File: config.mk
export PLATFORM = sky130hd
export DESIGN_NAME = ow_slot_master
export DESIGN_NICKNAME = d
export VERILOG_FILES = /design/src/rtl/ow_pkg.sv /design/src/rtl/ow_line_sync.sv /design/src/rtl/ow_us_timer.sv /design/src/rtl/ow_slot_fsm.sv /design/src/rtl/ow_slot_master.sv
export SDC_FILE = /design/constraint.sdc
export NUM_CORES = 1
export LEC_CHECK = 0
export BUFFER_PORTS_ARGS = -buffer_cell sky130_fd_sc_hd__buf_2
export CELL_PAD_IN_SITES_DETAIL_PLACEMENT = 1
export CELL_PAD_IN_SITES_GLOBAL_PLACEMENT = 1
export CORE_MARGIN = 2
export CORE_UTILIZATION = 44
export DETAILED_ROUTE_END_ITERATION = 10
export PLACE_DENSITY = 0.74
export SLEW_MARGIN = 10
export SYNTH_ARGS = -nofsm -noshare
export SYNTH_HDL_FRONTEND = slang
export SYNTH_SLANG_ARGS = --single-unit
File: constraint.sdc
create_clock -name clk -period 2.52 [get_ports clk]
set_input_delay 0.126 -clock clk [delete_from_list [all_inputs] [get_ports clk]]
set_output_delay 0.126 -clock clk [all_outputs]
set_load 0.01 [all_outputs]
File: src/rtl/ow_pkg.sv
package ow_pkg;

    typedef enum logic [1:0] {
        OW_CMD_W0  = 2'b00,
        OW_CMD_W1  = 2'b01,
        OW_CMD_RD  = 2'b10,
        OW_CMD_RST = 2'b11
    } ow_cmd_e;

    typedef enum logic [1:0] {
        OW_ST_OK      = 2'b00,
        OW_ST_PRESENT = 2'b01,
        OW_ST_ABSENT  = 2'b10,
        OW_ST_FAULT   = 2'b11
    } ow_status_e;

    typedef enum logic [2:0] {
        S_IDLE,
        S_LOW,
        S_POLL,
        S_HOLD,
        S_RST_LOW,
        S_RST_WAIT,
        S_RST_TAIL
    } ow_state_e;

    typedef struct packed {
        ow_status_e status;
        logic       bit_val;
    } ow_result_t;

    function automatic int max3(input int a, input int b, input int c);
        int m;
        m = (a > b) ? a : b;
        return (m > c) ? m : c;
    endfunction

    function automatic int width_of(input int v);
        return (v > 1) ? $clog2(v) : 1;
    endfunction

endpackage

File: src/rtl/ow_line_sync.sv
module ow_line_sync #(
    parameter int STAGES = 2
) (
    input  logic clk,
    input  logic rst,
    input  logic din,
    output logic dout
);
    logic [STAGES-1:0] sh_q;

    generate
        if (STAGES == 1) begin : g_one
            always_ff @(posedge clk) begin
                if (rst) sh_q <= '1;
                else     sh_q <= din;
            end
        end else begin : g_many
            always_ff @(posedge clk) begin
                if (rst) sh_q <= '1;
                else     sh_q <= {sh_q[STAGES-2:0], din};
            end
        end
    endgenerate

    assign dout = sh_q[STAGES-1];
endmodule

File: src/rtl/ow_us_timer.sv
module ow_us_timer #(
    parameter int CLK_PER_US = 125,
    parameter int EL_W       = 10
) (
    input  logic            clk,
    input  logic            rst,
    input  logic            restart,
    output logic            tick,
    output logic [EL_W-1:0] el_us
);
    localparam int DIV_W = ow_pkg::width_of(CLK_PER_US);
    localparam logic [DIV_W-1:0] DIV_LAST = DIV_W'(CLK_PER_US - 1);

    logic [DIV_W-1:0] div_q;
    logic [EL_W-1:0]  el_q;

    assign tick  = (div_q == DIV_LAST) && !restart;
    assign el_us = el_q;

    always_ff @(posedge clk) begin
        if (rst || restart) begin
            div_q <= '0;
            el_q  <= '0;
        end else if (div_q == DIV_LAST) begin
            div_q <= '0;
            el_q  <= el_q + 1'b1;
        end else begin
            div_q <= div_q + 1'b1;
        end
    end
endmodule

File: src/rtl/ow_slot_fsm.sv
module ow_slot_fsm
    import ow_pkg::*;
#(
    parameter int EL_W      = 10,
    parameter int T_SLOT_US = 60,
    parameter int T_REC_US  = 2,
    parameter int T_LOW1_US = 6,
    parameter int T_LOW0_US = 60,
    parameter int T_LOWR_US = 5,
    parameter int T_RDV_US  = 15,
    parameter int T_RSTL_US = 480,
    parameter int T_RSTH_US = 480,
    parameter int T_PDH_US  = 15,
    parameter int T_PDL_US  = 60
) (
    input  logic            clk,
    input  logic            rst,
    input  logic            start,
    input  ow_cmd_e         cmd,
    input  logic            tick,
    input  logic [EL_W-1:0] el_us,
    input  logic            line_s,
    output logic            restart,
    output logic            pull_low,
    output logic            busy,
    output logic            done,
    output ow_result_t      result
);
    localparam logic [EL_W-1:0] LOW1_LAST = EL_W'(T_LOW1_US - 1);
    localparam logic [EL_W-1:0] LOW0_LAST = EL_W'(T_LOW0_US - 1);
    localparam logic [EL_W-1:0] LOWR_LAST = EL_W'(T_LOWR_US - 1);
    localparam logic [EL_W-1:0] RDV_V     = EL_W'(T_RDV_US);
    localparam logic [EL_W-1:0] POLL_LAST = EL_W'(T_RDV_US + 1);
    localparam logic [EL_W-1:0] SLOT_LAST = EL_W'(T_SLOT_US + T_REC_US - 1);
    localparam logic [EL_W-1:0] RSTL_LAST = EL_W'(T_RSTL_US - 1);
    localparam logic [EL_W-1:0] PRES_LAST = EL_W'(T_RSTL_US + T_PDH_US + T_PDL_US / 2 - 1);
    localparam logic [EL_W-1:0] RST_LAST  = EL_W'(T_RSTL_US + T_RSTH_US - 1);

    ow_state_e       state_q;
    logic [EL_W-1:0] low_last_q;
    logic            is_read_q;
    logic            bit_q;
    logic            pres_q;
    logic            done_q;
    ow_result_t      res_q;

    assign restart  = start && (state_q == S_IDLE);
    assign pull_low = (state_q == S_LOW) || (state_q == S_RST_LOW);
    assign busy     = (state_q != S_IDLE);
    assign done     = done_q;
    assign result   = res_q;

    always_ff @(posedge clk) begin
        if (rst) begin
            state_q    <= S_IDLE;
            low_last_q <= '0;
            is_read_q  <= 1'b0;
            bit_q      <= 1'b0;
            pres_q     <= 1'b0;
            done_q     <= 1'b0;
            res_q      <= '{status: OW_ST_OK, bit_val: 1'b0};
        end else begin
            done_q <= 1'b0;
            unique case (state_q)
                S_IDLE: begin
                    if (start) begin
                        bit_q     <= 1'b0;
                        is_read_q <= (cmd == OW_CMD_RD);
                        unique case (cmd)
                            OW_CMD_W0: begin
                                low_last_q <= LOW0_LAST;
                                state_q    <= S_LOW;
                            end
                            OW_CMD_W1: begin
                                low_last_q <= LOW1_LAST;
                                state_q    <= S_LOW;
                            end
                            OW_CMD_RD: begin
                                low_last_q <= LOWR_LAST;
                                state_q    <= S_LOW;
                            end
                            OW_CMD_RST: begin
                                if (!line_s) begin
                                    done_q <= 1'b1;
                                    res_q  <= '{status: OW_ST_FAULT, bit_val: 1'b0};
                                end else begin
                                    state_q <= S_RST_LOW;
                                end
                            end
                        endcase
                    end
                end
                S_LOW: begin
                    if (tick && el_us == low_last_q)
                        state_q <= is_read_q ? S_POLL : S_HOLD;
                end
                S_POLL: begin
                    if (line_s) begin
                        bit_q   <= (el_us < RDV_V);
                        state_q <= S_HOLD;
                    end else if (tick && el_us == POLL_LAST) begin
                        bit_q   <= 1'b0;
                        state_q <= S_HOLD;
                    end
                end
                S_HOLD: begin
                    if (tick && el_us == SLOT_LAST) begin
                        done_q  <= 1'b1;
                        res_q   <= '{status: OW_ST_OK, bit_val: bit_q};
                        state_q <= S_IDLE;
                    end
                end
                S_RST_LOW: begin
                    if (tick && el_us == RSTL_LAST)
                        state_q <= S_RST_WAIT;
                end
                S_RST_WAIT: begin
                    if (tick && el_us == PRES_LAST) begin
                        pres_q  <= !line_s;
                        state_q <= S_RST_TAIL;
                    end
                end
                S_RST_TAIL: begin
                    if (tick && el_us == RST_LAST) begin
                        done_q <= 1'b1;
                        if (!line_s)
                            res_q <= '{status: OW_ST_FAULT, bit_val: 1'b0};
                        else if (pres_q)
                            res_q <= '{status: OW_ST_PRESENT, bit_val: 1'b0};
                        else
                            res_q <= '{status: OW_ST_ABSENT, bit_val: 1'b0};
                        state_q <= S_IDLE;
                    end
                end
                default: state_q <= S_IDLE;
            endcase
        end
    end
endmodule

File: src/rtl/ow_slot_master.sv
module ow_slot_master #(
    parameter int CLK_PER_US  = 125,
    parameter int SYNC_STAGES = 2,
    parameter int T_SLOT_US   = 60,
    parameter int T_REC_US    = 2,
    parameter int T_LOW1_US   = 6,
    parameter int T_LOW0_US   = 60,
    parameter int T_LOWR_US   = 5,
    parameter int T_RDV_US    = 15,
    parameter int T_RSTL_US   = 480,
    parameter int T_RSTH_US   = 480,
    parameter int T_PDH_US    = 15,
    parameter int T_PDL_US    = 60
) (
    input  logic       clk,
    input  logic       rst,
    input  logic       start,
    input  logic [1:0] cmd,
    output logic       busy,
    output logic       done,
    output logic [1:0] status,
    output logic       rd_bit,
    output logic       bus_pull_low,
    output logic       bus_release,
    input  logic       line_in
);
    localparam int MAX_US = ow_pkg::max3(T_SLOT_US + T_REC_US,
                                         T_RSTL_US + T_RSTH_US,
                                         T_RDV_US + 2);
    localparam int EL_W   = ow_pkg::width_of(MAX_US + 1);

    logic             line_s;
    logic             restart;
    logic             tick;
    logic [EL_W-1:0]  el_us;
    logic             pull_low;
    ow_pkg::ow_result_t result;

    ow_line_sync #(.STAGES(SYNC_STAGES)) u_sync (
        .clk  (clk),
        .rst  (rst),
        .din  (line_in),
        .dout (line_s)
    );

    ow_us_timer #(.CLK_PER_US(CLK_PER_US), .EL_W(EL_W)) u_timer (
        .clk     (clk),
        .rst     (rst),
        .restart (restart),
        .tick    (tick),
        .el_us   (el_us)
    );

    ow_slot_fsm #(
        .EL_W      (EL_W),
        .T_SLOT_US (T_SLOT_US),
        .T_REC_US  (T_REC_US),
        .T_LOW1_US (T_LOW1_US),
        .T_LOW0_US (T_LOW0_US),
        .T_LOWR_US (T_LOWR_US),
        .T_RDV_US  (T_RDV_US),
        .T_RSTL_US (T_RSTL_US),
        .T_RSTH_US (T_RSTH_US),
        .T_PDH_US  (T_PDH_US),
        .T_PDL_US  (T_PDL_US)
    ) u_fsm (
        .clk      (clk),
        .rst      (rst),
        .start    (start),
        .cmd      (ow_pkg::ow_cmd_e'(cmd)),
        .tick     (tick),
        .el_us    (el_us),
        .line_s   (line_s),
        .restart  (restart),
        .pull_low (pull_low),
        .busy     (busy),
        .done     (done),
        .result   (result)
    );

    assign status       = result.status;
    assign rd_bit       = result.bit_val;
    assign bus_pull_low = pull_low;
    assign bus_release  = !pull_low;
endmodule

; Word level (Yosys, flattened, before mapping)
; Index checks and enable logic that the tools add are counted.
[classes]
add_sub_neg = 2
n_lt_le_gt_ge = 1
n_eq_ne = 26
mux = 31
reduce_logical = 27
[op_table]
columns = operator, n
row1 = $mux W3, 16
row2 = $pmux W10 S3, 1
row3 = $pmux W3 S7, 1
row4 = $eq A10 B10 Y1 const B, 2
row5 = $add A10 B1 Y10 const B, 1
row6 = $eq A10 B10 Y1, 1
row7 = $eq A10 B5 Y1 const B, 1
row8 = $eq A10 B6 Y1 const B, 1
row9 = $eq A10 B9 Y1 const B, 1
row10 = $lt A10 B4 Y1 const B, 1
row11 = $ne A2 B2 Y1 const B, 5
row12 = $eq A3 B3 Y1 const B, 3
row13 = $mux W1, 9
row14 = $pmux W3 S3, 1
row15 = $reduce_bool A3 Y1, 3
row16 = $logic_and A1 B1 Y1, 8
row17 = $reduce_and A8 Y1, 1
row18 = $add A7 B1 Y7 const B, 1
row19 = $eq A7 B7 Y1 const B, 1
row20 = $eq A3 B2 Y1 const B, 2
row21 = $ne A2 B1 Y1 const B, 3
row22 = $pmux W3 S2, 1
row23 = $reduce_and A3 Y1, 2
row24 = $reduce_and A6 Y1, 1
row25 = other kinds (15), 20
[word_totals]
reg_bits = 39
input_bits = 6
wordCells = 98

; Depth between registers and ports, before layout
[logic_depth]
word_depth = 8
ltp_mapped = 7

; By module
; Synthesis repeated with hierarchy kept, for this count alone.
[hier_totals]
cells_unflattened = 223
area_unflattened_um2 = 1895.6
[modules_own_cells]
columns = mod, n_inst, cells_per_inst, area_each_um2
row1 = ow_slot_fsm, 1, 124, 1022.2
row2 = ow_us_timer, 1, 94, 817.0
row3 = ow_line_sync, 1, 4, 52.6
row4 = ow_slot_master, 1, 1, 3.8

; Worst setup path before layout
; Ideal clock, no wire load.
[synth_timing]
kind = reg-to-reg
from = register u_timer.el_q[0], in the netlist u_timer.el_us[0]
to = register u_fsm.state_q[2]
setup_ns = 0.086
t_arrival_ns = 2.068
slack_ns = 0.366
stages_incl_launch_ff = 8
period_less_slack_ns = 2.154
path_cell_list = dfxtp_1 -> inv_1 -> ha_1 -> or4b_4 -> nor4_2 -> a31oi_1 -> or4b_1 -> a221oi_2
[synth_between]
elab_chain_cells = 4
elab_cells_between_ends = 19
[synth_lines]
columns = item, line_no
row1 = start: declaration, ow_us_timer.sv:15  ; logic [EL_W-1:0] el_q;
row2 = start signal: assignment, ow_us_timer.sv:26  ; el_q <= el_q + 1'b1;
row3 = $eq A10 B5 Y1 (tied with other cells), ow_slot_fsm.sv:101  ; end else if (tick && el_us == POLL_LAST) begin
row4 = $logic_and A1 B1 Y1 (tied with other cells), ow_slot_fsm.sv:101
row5 = $ne A3 B2 Y1 (no source line) (tied with other cells), --
row6 = $reduce_and A8 Y1 (no source line) *, --
row7 = end signal: assignment, ow_slot_fsm.sv:95  ; state_q <= is_read_q ? S_POLL : S_HOLD;
row8 = end: declaration, ow_slot_fsm.sv:39  ; ow_state_e state_q;
; Every way passes the cells marked *; elsewhere a longest branch is shown, timed or not.
; A chain may end at the register's enable or synchronous reset.

; Worst setup path in the final report
; Same ends and word-level chain as after synthesis.

==> results by group <==
Outcome
  – Status: completed

Route
  – Final wirelength: 4540 um
  – Routed wire length per instance: 15.9 um
  – Vias: 1603
  – DR DRC count: 0
  – First-pass iteration count of the detailed router: 4
  – Vias/cell: 5.62
  – Detailed Route Iter0 Violations: 90
  – Number of routed nets with antenna violations: 0

STA
  – Clk_skew: 0.00254 ns
  – Peak Freq: 431 MHz
  – Worst slew pin tran: 0.681 ns
  – Unrepaired setup endpoints after global routing: no
  – WHS: 0.0235 ns
  – Fin. Hold Viols: 0
  – Fin worst setup slack: 0.201 ns
  – Finish-stage setup viols: 0
  – Period utilization: 92.0%
  – Max-slew violation count: 0
  – Relative slew slack: 54.2%
  – Setup TNS: 0 ns
  – Tmin final: 2.32 ns

Power and ir drop
  – VDD IR max: 314 uV
  – Total power: 1.06 mW
  – Pwr dens: 527 nW/um^2
  – Leak: 0.805 nW

Flow run
  – MaxCap Viol Count: 0

Final layout
  – FF/Latch Area: 641 sq um
  – Nets: 249
  – Commonest cells after routing, fill and taps aside: dfxtp_1, nor2_1, nand2_1
  – Layout area overhead: 14.1%
  – Multi-input gate area: 1040 sq um
  – Post-route core utilization: 51.2%
  – Most common library cell in the layout ignoring fill and taps: dfxtp_1
  – Fraction of layout cells with a size suffix above 1: 16.2%
  – Final Non-Filler Cells: 285
  – Antenna cell count: 0
  – Fin area: 2020 sq um
  – Fill cells: 485

CTS
  – CTS tree: done
  – Clk buf depth: 2
  – Clk sinks: 32
  – Clk_lat worst skew: 0.28 ns
  – TritonCTS Buffers: 5
  – Setup Buffers After CTS: 0
  – H-tree depth: 2
  – CTS clock-pin slew for the worst setup and hold paths: 0.07 ns
  – CTS root buffer: clkbuf_8

Global routing
  – Largest net degree at the start of global routing: 16
  – First-pass GRT wire length: 7630 um
  – Vias in the first global route: 1553
  – Grt ovf: 0
  – Initial antenna violation count: 0
  – GRT Util Overall: 22.6%

Yosys
  – Register area share after synthesis: 36.2%
  – Post-Syn Area: 1770 sq um
  – Ys async rst share: 0%
  – Gate Count Post-Synth: 214
  – Warning count from the yosys run: 0
  – FF+latch count, synth: 32
  – Syn_area_per_cell: 8.27 sq um
  – Syn_nets: 229
  – Synth Flop Type: dfxtp_1
  – Post-synth cell types: 45
  – Post-synth EDFFs: 0

Floorplanning
  – Num rows: 23
  – Die W: 67.4 um
  – Die area: 4540 sq um
  – Height of the die: 67.4 um
  – Core ar.: 3940 sq um
  – I/O pin count: 13
  – Initial Util: 44.9%

Setup path
  – CP arrival: 2.52 ns
  – Setup Crit Path Kind: flop to flop
  – Critical Path Max Stage Delay: 0.54 ns
  – CP Data Required Time: 2.72 ns
  – CP Launch Type: flop
  – R2r setup slk: 0.20 ns
  – Reg-to-Reg Start: u_timer.el_us[0]$_SDFFE_PP0P_
  – Register-to-Register Path Depth: 7
  – Critical path fanouts, max: 5
  – Slowest-stage cell, CP: or4b_1
  – Reg2reg end: u_fsm.state_q[2]$_SDFFE_PP0P_
  – Worst Setup End Kind: flop
  – CP Cell Sequence: inv_1 > ha_1 > or4b_4 > nor4_2 > a31oi_1 > or4b_1 > a221oi_2

Placed design
  – Detail Placement HPWL: 3560 um
  – DP Worst Slack: 0.213 ns
  – DP Area: 1920 sq um
  – Routability cong.: 0.850
  – Placed insts: 277
  – I/O Buffers: 12

Min path
  – Worst hold path cell count: 2
  – Hold path start: line_in
  – Worst hold endpoint: u_sync.sh_q[0]$_SDFF_PP1_
  – Worst min path class: input port to flop
## Yosys cell counts (7+ instances only)
cell      n  area, sq um
ha_1      9          113
inv_1    14         52.6
nand2_1  21         78.8
nor2_1   26         97.6
xor2_1    7         61.3
nand4_1   8         50.1
a21oi_1   7         35.0
dfxtp_1  32          641
nand3_1   9         45.0
xnor2_1   8         70.1
## state kept, by name, indices dropped and copies added, names as in the netlist
register          flops
u_fsm.bit_q           1
u_timer.el_us        10
u_fsm.low_last_q      3
u_fsm.result          3
u_fsm.is_read_q       1
u_fsm.pres_q          1
u_timer.div_q         7
u_fsm.done            1
u_fsm.state_q         3
u_sync.sh_q           2
## logic make-up (layout without fill, tap and decap cells)
group	Yosys count	after routing	share of synthesized area (%)
mux	2	2	1.13
xor+xnor	15	15	7.43
buf+inv	23	44	5.45
simple gates	102	102	31.3
compound gates	31	31	12.1
fa+ha+maj	9	9	6.37
flops	32	32	36.2
## report_power, final
| group | internal (mW) | total, mW | switching (mW) |
|---|---|---|---|
| logic | 0.0515 | 0.126 | 0.0749 |
| clock network | 0.218 | 0.404 | 0.187 |
| registers | 0.520 | 0.533 | 0.0137 |
## worst max-delay path by stage
stage	startpoint	end	slack (ns)	cells past startpoint
floorplan	u_timer.el_us[0]$_SDFFE_PP0P_	u_fsm.state_q[2]$_SDFFE_PP0P_	0.37	7
global placement	u_timer.el_us[0]$_SDFFE_PP0P_	u_fsm.state_q[2]$_SDFFE_PP0P_	0.30	7
detailed placement	u_timer.el_us[0]$_SDFFE_PP0P_	u_fsm.state_q[1]$_SDFFE_PP0P_	0.21	7
CTS	u_timer.el_us[0]$_SDFFE_PP0P_	u_fsm.state_q[2]$_SDFFE_PP0P_	0.19	7
global route	u_timer.el_us[0]$_SDFFE_PP0P_	u_fsm.state_q[2]$_SDFFE_PP0P_	0.02	7
finish	u_timer.el_us[0]$_SDFFE_PP0P_	u_fsm.state_q[2]$_SDFFE_PP0P_	0.20	7
## worst max-delay path, delay by kind of cell, from the launching register on
kind / cells / cell delay, ns
simple gates: 3 / 1.26
flops: 1 / 0.37
compound gates: 2 / 0.37
fa+ha+maj: 1 / 0.13
buf+inv: 1 / 0.10
## layout make-up
type                            instances  share of cell area, %
Multi-Input combinational cell        159                   51.5
Sequential cell                        32                   31.7
Timing Repair Buffer                   21                   6.32
Clock buffer                            6                   4.09
Tap cell                               50                   3.10
Inverter                               15                   2.79
Clock inverter                          2                  0.496
## repair_timing
| item | CTS | global route |
|---|---|---|
| endpoints found under the setup margin | 0 | 1 |
| hold buffers | 0 | 0 |
| gates resized for setup | 0 | 1 |
## per-layer routing
layer | track usage (%) | vias to the layer above | wire, um
li1 | - | 796 | -
met1 | 28.4 | 761 | 2040
met2 | 38.0 | 40 | 2250
met3 | 4.83 | 6 | 193
met4 | 8.42 | 0 | 57
met5 | 0 | - | 0
Note: power is estimated with default switching activity, not from simulation.
